### config.mk
export PLATFORM = sky130hd
export DESIGN_NAME = timer_bank
export DESIGN_NICKNAME = d
export VERILOG_FILES = /design/src/rtl/timer_bank_pkg.sv /design/src/rtl/timer_channel.sv /design/src/rtl/timer_addr_decode.sv /design/src/rtl/timer_bank.sv
export SDC_FILE = /design/constraint.sdc
export NUM_CORES = 1
export LEC_CHECK = 0
export ABC_CLOCK_PERIOD_IN_PS = 3250
export BUFFER_PORTS_ARGS = -buffer_cell sky130_fd_sc_hd__buf_2
export CAP_MARGIN = 20
export CORE_MARGIN = 2
export CORE_UTILIZATION = 50
export CTS_BUF_LIST = sky130_fd_sc_hd__clkbuf_4 sky130_fd_sc_hd__clkbuf_8
export CTS_CLUSTER_DIAMETER = 100
export DETAILED_ROUTE_END_ITERATION = 16
export PLACE_DENSITY_LB_ADDON = 0.2
export RECOVER_POWER = 25
export SETUP_SLACK_MARGIN = 0.3
export SLEW_MARGIN = 40
export SYNTH_ARGS = -nofsm -noshare
export SYNTH_HDL_FRONTEND = slang
export SYNTH_SLANG_ARGS = --single-unit
### constraint.sdc
create_clock -name clk -period 3.25 [get_ports clk]
set_clock_uncertainty 0.1 [all_clocks]
set_input_delay 0.4875 -clock clk [delete_from_list [all_inputs] [get_ports clk]]
set_output_delay 0.4875 -clock clk [all_outputs]
set_load 0.1 [all_outputs]
### src/rtl/timer_bank_pkg.sv
package timer_bank_pkg;

  typedef enum logic [2:0] {
    RI_RUN    = 3'd0,
    RI_RELOAD = 3'd1,
    RI_CURR   = 3'd2,
    RI_WRAPS  = 3'd3,
    RI_FLAG   = 3'd4,
    RI_CLEAR  = 3'd5,
    RI_MASK   = 3'd6,
    RI_NONE   = 3'd7
  } reg_idx_e;

  localparam int WIN_SHIFT = 5;

  localparam logic [2:0] GI_CTRL = 3'd0;
  localparam logic [2:0] GI_REV  = 3'd4;

endpackage

### src/rtl/timer_channel.sv
module timer_channel
  import timer_bank_pkg::*;
#(
  parameter int DATA_W = 32
) (
  input  logic              clk,
  input  logic              rst,
  input  logic              glb_run,
  input  logic              tick,
  input  logic              sel,
  input  logic              wr,
  input  logic              rd,
  input  reg_idx_e          idx,
  input  logic [DATA_W-1:0] wdata,
  output logic [DATA_W-1:0] rd_val,
  output logic              irq_o
);

  localparam logic [DATA_W-1:0] RELOAD_RST = {DATA_W{1'b1}};

  logic              run_q;
  logic [DATA_W-1:0] reload_q;
  logic [DATA_W-1:0] cnt_q;
  logic [DATA_W-1:0] wraps_q;
  logic [DATA_W-1:0] shadow_q;
  logic              flag_q;
  logic              mask_q;
  logic              irq_q;

  logic wr_run, wr_reload, wr_clear, wr_mask, rd_wraps;
  logic start, active, wrap;

  always_comb begin
    wr_run    = sel && wr && (idx == RI_RUN);
    wr_reload = sel && wr && (idx == RI_RELOAD);
    wr_clear  = sel && wr && (idx == RI_CLEAR);
    wr_mask   = sel && wr && (idx == RI_MASK);
    rd_wraps  = sel && rd && (idx == RI_WRAPS);
    start     = wr_run && wdata[0] && !run_q;
    active    = glb_run && run_q && tick;
    wrap      = active && (cnt_q == '0);
  end

  always_ff @(posedge clk) begin
    if (rst) begin
      run_q    <= 1'b0;
      reload_q <= RELOAD_RST;
      mask_q   <= 1'b0;
    end else begin
      if (wr_run)    run_q    <= wdata[0];
      if (wr_reload) reload_q <= wdata;
      if (wr_mask)   mask_q   <= wdata[0];
    end
  end

  always_ff @(posedge clk) begin
    if (rst) begin
      cnt_q <= '0;
    end else if (start) begin
      cnt_q <= reload_q;
    end else if (active) begin
      cnt_q <= wrap ? reload_q : cnt_q - 1'b1;
    end
  end

  always_ff @(posedge clk) begin
    if (rst) begin
      wraps_q <= '0;
    end else if (wrap) begin
      wraps_q <= wraps_q + 1'b1;
    end
  end

  always_ff @(posedge clk) begin
    if (rst) begin
      shadow_q <= '0;
    end else if (rd_wraps) begin
      shadow_q <= cnt_q;
    end
  end

  always_ff @(posedge clk) begin
    if (rst) begin
      flag_q <= 1'b0;
    end else if (wrap) begin
      flag_q <= 1'b1;
    end else if (wr_clear && wdata[0]) begin
      flag_q <= 1'b0;
    end
  end

  always_ff @(posedge clk) begin
    if (rst) irq_q <= 1'b0;
    else     irq_q <= flag_q & mask_q;
  end

  assign irq_o = irq_q;

  always_comb begin
    rd_val = '0;
    unique case (idx)
      RI_RUN:    rd_val[0] = run_q;
      RI_RELOAD: rd_val    = reload_q;
      RI_CURR:   rd_val    = shadow_q;
      RI_WRAPS:  rd_val    = wraps_q;
      RI_FLAG:   rd_val[0] = flag_q;
      RI_MASK:   rd_val[0] = mask_q;
      default:   rd_val    = '0;
    endcase
  end


  hold_when_idle_chk: assert property (@(posedge clk) disable iff (rst)
    (!active && !start) |=> $stable(cnt_q));


  step_down_chk: assert property (@(posedge clk) disable iff (rst)
    (active && !start && cnt_q != '0) |=> (cnt_q == $past(cnt_q) - 1'b1));


  wrap_reload_chk: assert property (@(posedge clk) disable iff (rst)
    wrap |=> (cnt_q == $past(reload_q)) && (wraps_q == $past(wraps_q) + 1'b1) && flag_q);


  shadow_hold_chk: assert property (@(posedge clk) disable iff (rst)
    !rd_wraps |=> $stable(shadow_q));


  mask_block_chk: assert property (@(posedge clk) disable iff (rst)
    !mask_q |=> !irq_o);

endmodule

### src/rtl/timer_addr_decode.sv
module timer_addr_decode
  import timer_bank_pkg::*;
#(
  parameter int              N_TIMERS = 4,
  parameter int              DATA_W   = 32,
  parameter int              ADDR_W   = 8,
  parameter logic [31:0]     REV_ID   = 32'h0000_0103
) (
  input  logic                           clk,
  input  logic                           rst,
  input  logic [ADDR_W-1:0]              addr,
  input  logic                           wr,
  input  logic                           rd,
  input  logic                           glb_run,
  input  logic [N_TIMERS-1:0][DATA_W-1:0] chan_val,
  output reg_idx_e                       idx,
  output logic [N_TIMERS-1:0]            chan_sel,
  output logic                           ctrl_wr,
  output logic [DATA_W-1:0]              rdata
);

  localparam int SLOT_W = ADDR_W - WIN_SHIFT;

  logic              aligned;
  logic [SLOT_W-1:0] slot;
  logic              glb_sel;
  logic [DATA_W-1:0] rd_mux;
  logic [DATA_W-1:0] rdata_q;

  always_comb begin
    aligned = (addr[1:0] == 2'b00);
    slot    = addr[ADDR_W-1:WIN_SHIFT];
    idx     = reg_idx_e'(addr[WIN_SHIFT-1:2]);
    glb_sel = aligned && (slot == '0);
    ctrl_wr = wr && glb_sel && (addr[WIN_SHIFT-1:2] == GI_CTRL);
  end

  for (genvar g = 0; g < N_TIMERS; g++) begin : g_sel
    assign chan_sel[g] = aligned && (slot == SLOT_W'(g + 1));
  end

  always_comb begin
    rd_mux = '0;
    if (glb_sel) begin
      if (addr[WIN_SHIFT-1:2] == GI_CTRL) rd_mux[0] = glb_run;
      else if (addr[WIN_SHIFT-1:2] == GI_REV) rd_mux = DATA_W'(REV_ID);
    end else begin
      for (int i = 0; i < N_TIMERS; i++) begin
        if (chan_sel[i]) rd_mux = chan_val[i];
      end
    end
  end

  always_ff @(posedge clk) begin
    if (rst)     rdata_q <= '0;
    else if (rd) rdata_q <= rd_mux;
    else         rdata_q <= '0;
  end

  assign rdata = rdata_q;


  idle_zero_chk: assert property (@(posedge clk) disable iff (rst)
    !rd |=> (rdata == '0));


  misaligned_zero_chk: assert property (@(posedge clk) disable iff (rst)
    (rd && addr[1:0] != 2'b00) |=> (rdata == '0));

endmodule

### src/rtl/timer_bank.sv
module timer_bank
  import timer_bank_pkg::*;
#(
  parameter int          N_TIMERS = 4,
  parameter int          DATA_W   = 32,
  parameter int          ADDR_W   = 8,
  parameter logic [31:0] REV_ID   = 32'h0000_0103
) (
  input  logic                clk,
  input  logic                rst,
  input  logic                cnt_tick,
  input  logic [ADDR_W-1:0]   bus_addr,
  input  logic                bus_wr,
  input  logic                bus_rd,
  input  logic [DATA_W-1:0]   bus_wdata,
  output logic [DATA_W-1:0]   bus_rdata,
  output logic [N_TIMERS-1:0] irq
);

  logic                            glb_run_q;
  logic                            ctrl_wr;
  reg_idx_e                        idx;
  logic [N_TIMERS-1:0]             chan_sel;
  logic [N_TIMERS-1:0][DATA_W-1:0] chan_val;

  timer_addr_decode #(
    .N_TIMERS (N_TIMERS),
    .DATA_W   (DATA_W),
    .ADDR_W   (ADDR_W),
    .REV_ID   (REV_ID)
  ) u_decode (
    .clk      (clk),
    .rst      (rst),
    .addr     (bus_addr),
    .wr       (bus_wr),
    .rd       (bus_rd),
    .glb_run  (glb_run_q),
    .chan_val (chan_val),
    .idx      (idx),
    .chan_sel (chan_sel),
    .ctrl_wr  (ctrl_wr),
    .rdata    (bus_rdata)
  );

  always_ff @(posedge clk) begin
    if (rst)          glb_run_q <= 1'b0;
    else if (ctrl_wr) glb_run_q <= bus_wdata[0];
  end

  for (genvar g = 0; g < N_TIMERS; g++) begin : g_chan
    timer_channel #(
      .DATA_W (DATA_W)
    ) u_chan (
      .clk     (clk),
      .rst     (rst),
      .glb_run (glb_run_q),
      .tick    (cnt_tick),
      .sel     (chan_sel[g]),
      .wr      (bus_wr),
      .rd      (bus_rd),
      .idx     (idx),
      .wdata   (bus_wdata),
      .rd_val  (chan_val[g]),
      .irq_o   (irq[g])
    );
  end


  one_window_chk: assert property (@(posedge clk) disable iff (rst)
    $onehot0(chan_sel));


  irq_after_reset_chk: assert property (@(posedge clk) disable iff (rst)
    $fell(rst) |-> (irq == '0));

endmodule

==> summary.txt <==
Run status
  – Status: finished with violations
  – Failing checks: capacitance limit, slew limit

Global route
  – Global route hottest layer: met2
  – Met2 usage: 0.516
  – Largest net degree at the start of global routing: 92
  – GR Util met3: 0.0896
  – Aggregate global routing overflow: 0
  – Vias in the first global route: 25.7k
  – Met1 Resource Use GR: 0.504
  – Initial antenna violation count: 2
  – First-pass GRT wire length: 165 mm
  – Total GRT Usage: 0.366

Timing
  – Post-route clock period utilization: 0.929
  – Endpoints failing setup: 0
  – Setup TNS: 0 ns
  – Final setup margin: 0.229 ns
  – RSZ-0062 raised after global routing: true
  – Fmax: 331 MHz
  – Period minus WS final: 3.02 ns
  – Slew @ Worst Pin: 2.59 ns
  – Final Hold Vio Count: 0
  – Final Max Tran Viols: 80
  – Max_slew headroom: -0.724

Synthesis
  – FF+latch count, synth: 561
  – Synth top cells by count: 704 x nand2_1, 561 x dfxtp_1, 328 x nor2_1
  – Syn Area/Cell: 7.89 um^2
  – Cells after Synth: 3590
  – Main area contributors after synthesis: dfxtp_1 40%, nand2_1 9.3%, a21oi_1 5.2%, mux2i_1 4.3%, nor2_1 4.3%
  – Mapped cell area: 28300 um^2
  – Cell variety after synth: 88
  – Main flop type after synthesis: dfxtp_1
  – EDFF count, synth: 0
  – Post-synth top area cell: dfxtp_1
  – Seq/Total Area, Yosys: 0.396
  – YS warnings: 0
  – Synthesized Nets: 3643
  – FFs w/ async S/R, synth: 0
  – Yosys top cell area share: 0.396
  – Top-count cell post-synth: nand2_1

Critical path
  – Most used cell, CP: nand2_1
  – Critical Path Slowest Stage Cell: nor2b_1
  – Worst EP required: 3.74 ns
  – CP Max Fanout: 51
  – CP Data Arrival Time: 3.51 ns
  – Crit path launch: bus_addr[3]
  – CP bufs+invs: 3
  – Worst R2R Start: g_chan[1].u_chan.cnt_q[26]$_SDFFE_PP0P_
  – CP max stage delay: 0.81 ns
  – Cell Chain, Critical Path: clkbuf_1, clkbuf_4, nor2b_1, buf_4, nand2_1, nand2_1, a21oi_1, o32a_1, o22ai_1
  – Crit path max-delay family: buffers and inverters
  – CP Launch Type: input pin
  – Setup CP Type: input pin to flop
  – Crit path capture type: flop

Placed design
  – PortBufs: 80
  – Gp weighted congestion: 0.999
  – DP HPWL: 78.5 mm
  – Worst slack, placed: 0.0561 ns

Flow run
  – Max-cap viol count: 2

Worst hold path
  – Hold Crit Class: input pin to flop
  – Worst Min Path Start: rst

Pwr
  – Peak VDD IR: 0.372 mV
  – Tot Pwr: 14.8 mW
  – Leakage power: 11.8 nW
  – Power Dens Cells: 462 nW/um^2

Clock tree
  – H-tree depth: 3
  – Reg clk slew, reported paths: 0.06 ns
  – Root Buffer: clkbuf_8
  – Clock sinks: 561
  – CTS tree: done
  – Clock Latency Late Sink: 0.73 ns
  – Total CTS buffers: 97
  – Clock buffer depth: 3

Cells and area
  – FILL cells: 5384
  – Layout cell share with drive strength beyond 1: 0.153
  – Area of the multi-input gates: 16000 um^2
  – Register area: 11200 um^2
  – # nets final: 3709
  – Area grow syn2layout: 13.4%

Detailed routing
  – Routed Antenna Nets: 0
  – Detailed Route Iter0 Violations: 3431
  – Vias per inst: 6.27
  – WL per Instance: 24.5 um
  – Drc violations: 0
  – Drt total wl: 110 mm
  – Routed via count: 28.1k
  – Initial DRT Pass Iterations: 6

Floorplanning
  – Die Wd: 242 um
  – DIE HEIGHT: 242 um
  – Starting density of the core: 0.504
  – Ports: 81
  – Core Rows: 87
  – Core Box Area: 56200 um^2
  – Die ar.: 58600 um^2
==> sequential cells by signal, summed over array words and instances, names as in the netlist <==
name and count:
g_chan.u_chan.irq_o 4, g_chan.u_chan.cnt_q 128, u_decode.rdata 32, g_chan.u_chan.mask_q 4, g_chan.u_chan.reload_q 128, g_chan.u_chan.shadow_q 128
g_chan.u_chan.run_q 4, glb_run_q 1, g_chan.u_chan.wraps_q 128, g_chan.u_chan.flag_q 4
==> worst paths after layout <==
kind | end | slack [ns] | cells after the start
min reg2reg | g_chan[0].u_chan.shadow_q[17]$_SDFFE_PP0P_ | 0.35 | 2
min | g_chan[0].u_chan.wraps_q[6]$_SDFFE_PP0P_ | 0.03 | 2
max reg2reg | g_chan[1].u_chan.cnt_q[13]$_SDFFE_PP0P_ | 0.37 | 7
max | u_decode.rdata[15]$_SDFF_PP0_ | 0.23 | 9
==> per-layer routing <==
metal,wire (um),vias up,share of wire
met5,0,-,0
met4,7010,0,0.064
met3,12900,300,0.12
met2,44900,1635,0.41
met1,45200,13200,0.41
li1,-,13000,-
==> placed cells by master (no fill, tap or decap), drive strengths merged, types with 23 or more instances in the layout <==
| cell type | instances |
|---|---|
| nor4 | 111 |
| nand3 | 192 |
| or4 | 43 |
| nand4 | 69 |
| nor3 | 120 |
| mux2i | 123 |
| clkbuf | 194 |
| o32a | 29 |
| buf | 206 |
| a211oi | 23 |
| a21oi | 297 |
| xnor2 | 98 |
| a221oi | 38 |
| nand2 | 704 |
| inv | 35 |
| and3 | 29 |
| dfxtp | 561 |
| or3 | 40 |
| o21ai | 71 |
| xor2 | 31 |
| a31oi | 44 |
| mux2 | 75 |
| nor2 | 328 |
| o22ai | 33 |
==> power by group <==
part	internal, mW	switching [mW]
combinational	0.234	0.637
clock	4.06	3.02
sequential	6.89	0.0109
==> area by class of cell <==
| cell class | instances | area share |
|---|---|---|
| Multi-Input combinational cell | 2721 | 0.498 |
| Timing Repair Buffer | 242 | 0.0527 |
| Clock inverter | 15 | 0.00533 |
| Sequential cell | 561 | 0.350 |
| Tap cell | 756 | 0.0294 |
| Antenna cell | 3 | 0.000234 |
| Clock buffer | 158 | 0.0612 |
| Inverter | 33 | 0.00389 |
==> through the flow <==
| step | area [um^2] | hold slack, ns | util | cells |
|---|---|---|---|---|
| 6_report | 32100 | 0.0332 | 0.572 | 4489 |
| 5_1_grt | 32100 | 0.0351 | 0.572 | 4487 |
| 4_1_cts | 32100 | 0.0146 | 0.572 | 4484 |
| 3_5_place_dp | 30000 | 0.345 | 0.533 | 4311 |
| 3_3_place_gp | 29900 | 0.341 | 0.533 | 4307 |
| 2_1_floorplan | 28300 | 0.334 | - | 3590 |
==> cell families after synthesis <==
logic type | count (synthesis) | share of synthesized area
AND/OR/NAND/NOR | 1724 | 0.294
AO/OA/AOI/OAI | 661 | 0.148
flip-flops | 561 | 0.396
buffers and inverters | 309 | 0.0458
multiplexers | 198 | 0.0733
XOR/XNOR | 129 | 0.0399
adder cells (fa/ha/maj) | 8 | 0.00353
==> timing repair <==
action | CTS | global route
cloned | 0 | 1
setup buffers | 0 | 1
gates resized for setup | 3 | 19
hold buffers | 0 | 0
pin swaps | 0 | 7
setup endpoints to repair | 16 | 58
Power figures use the tool's default switching activity.
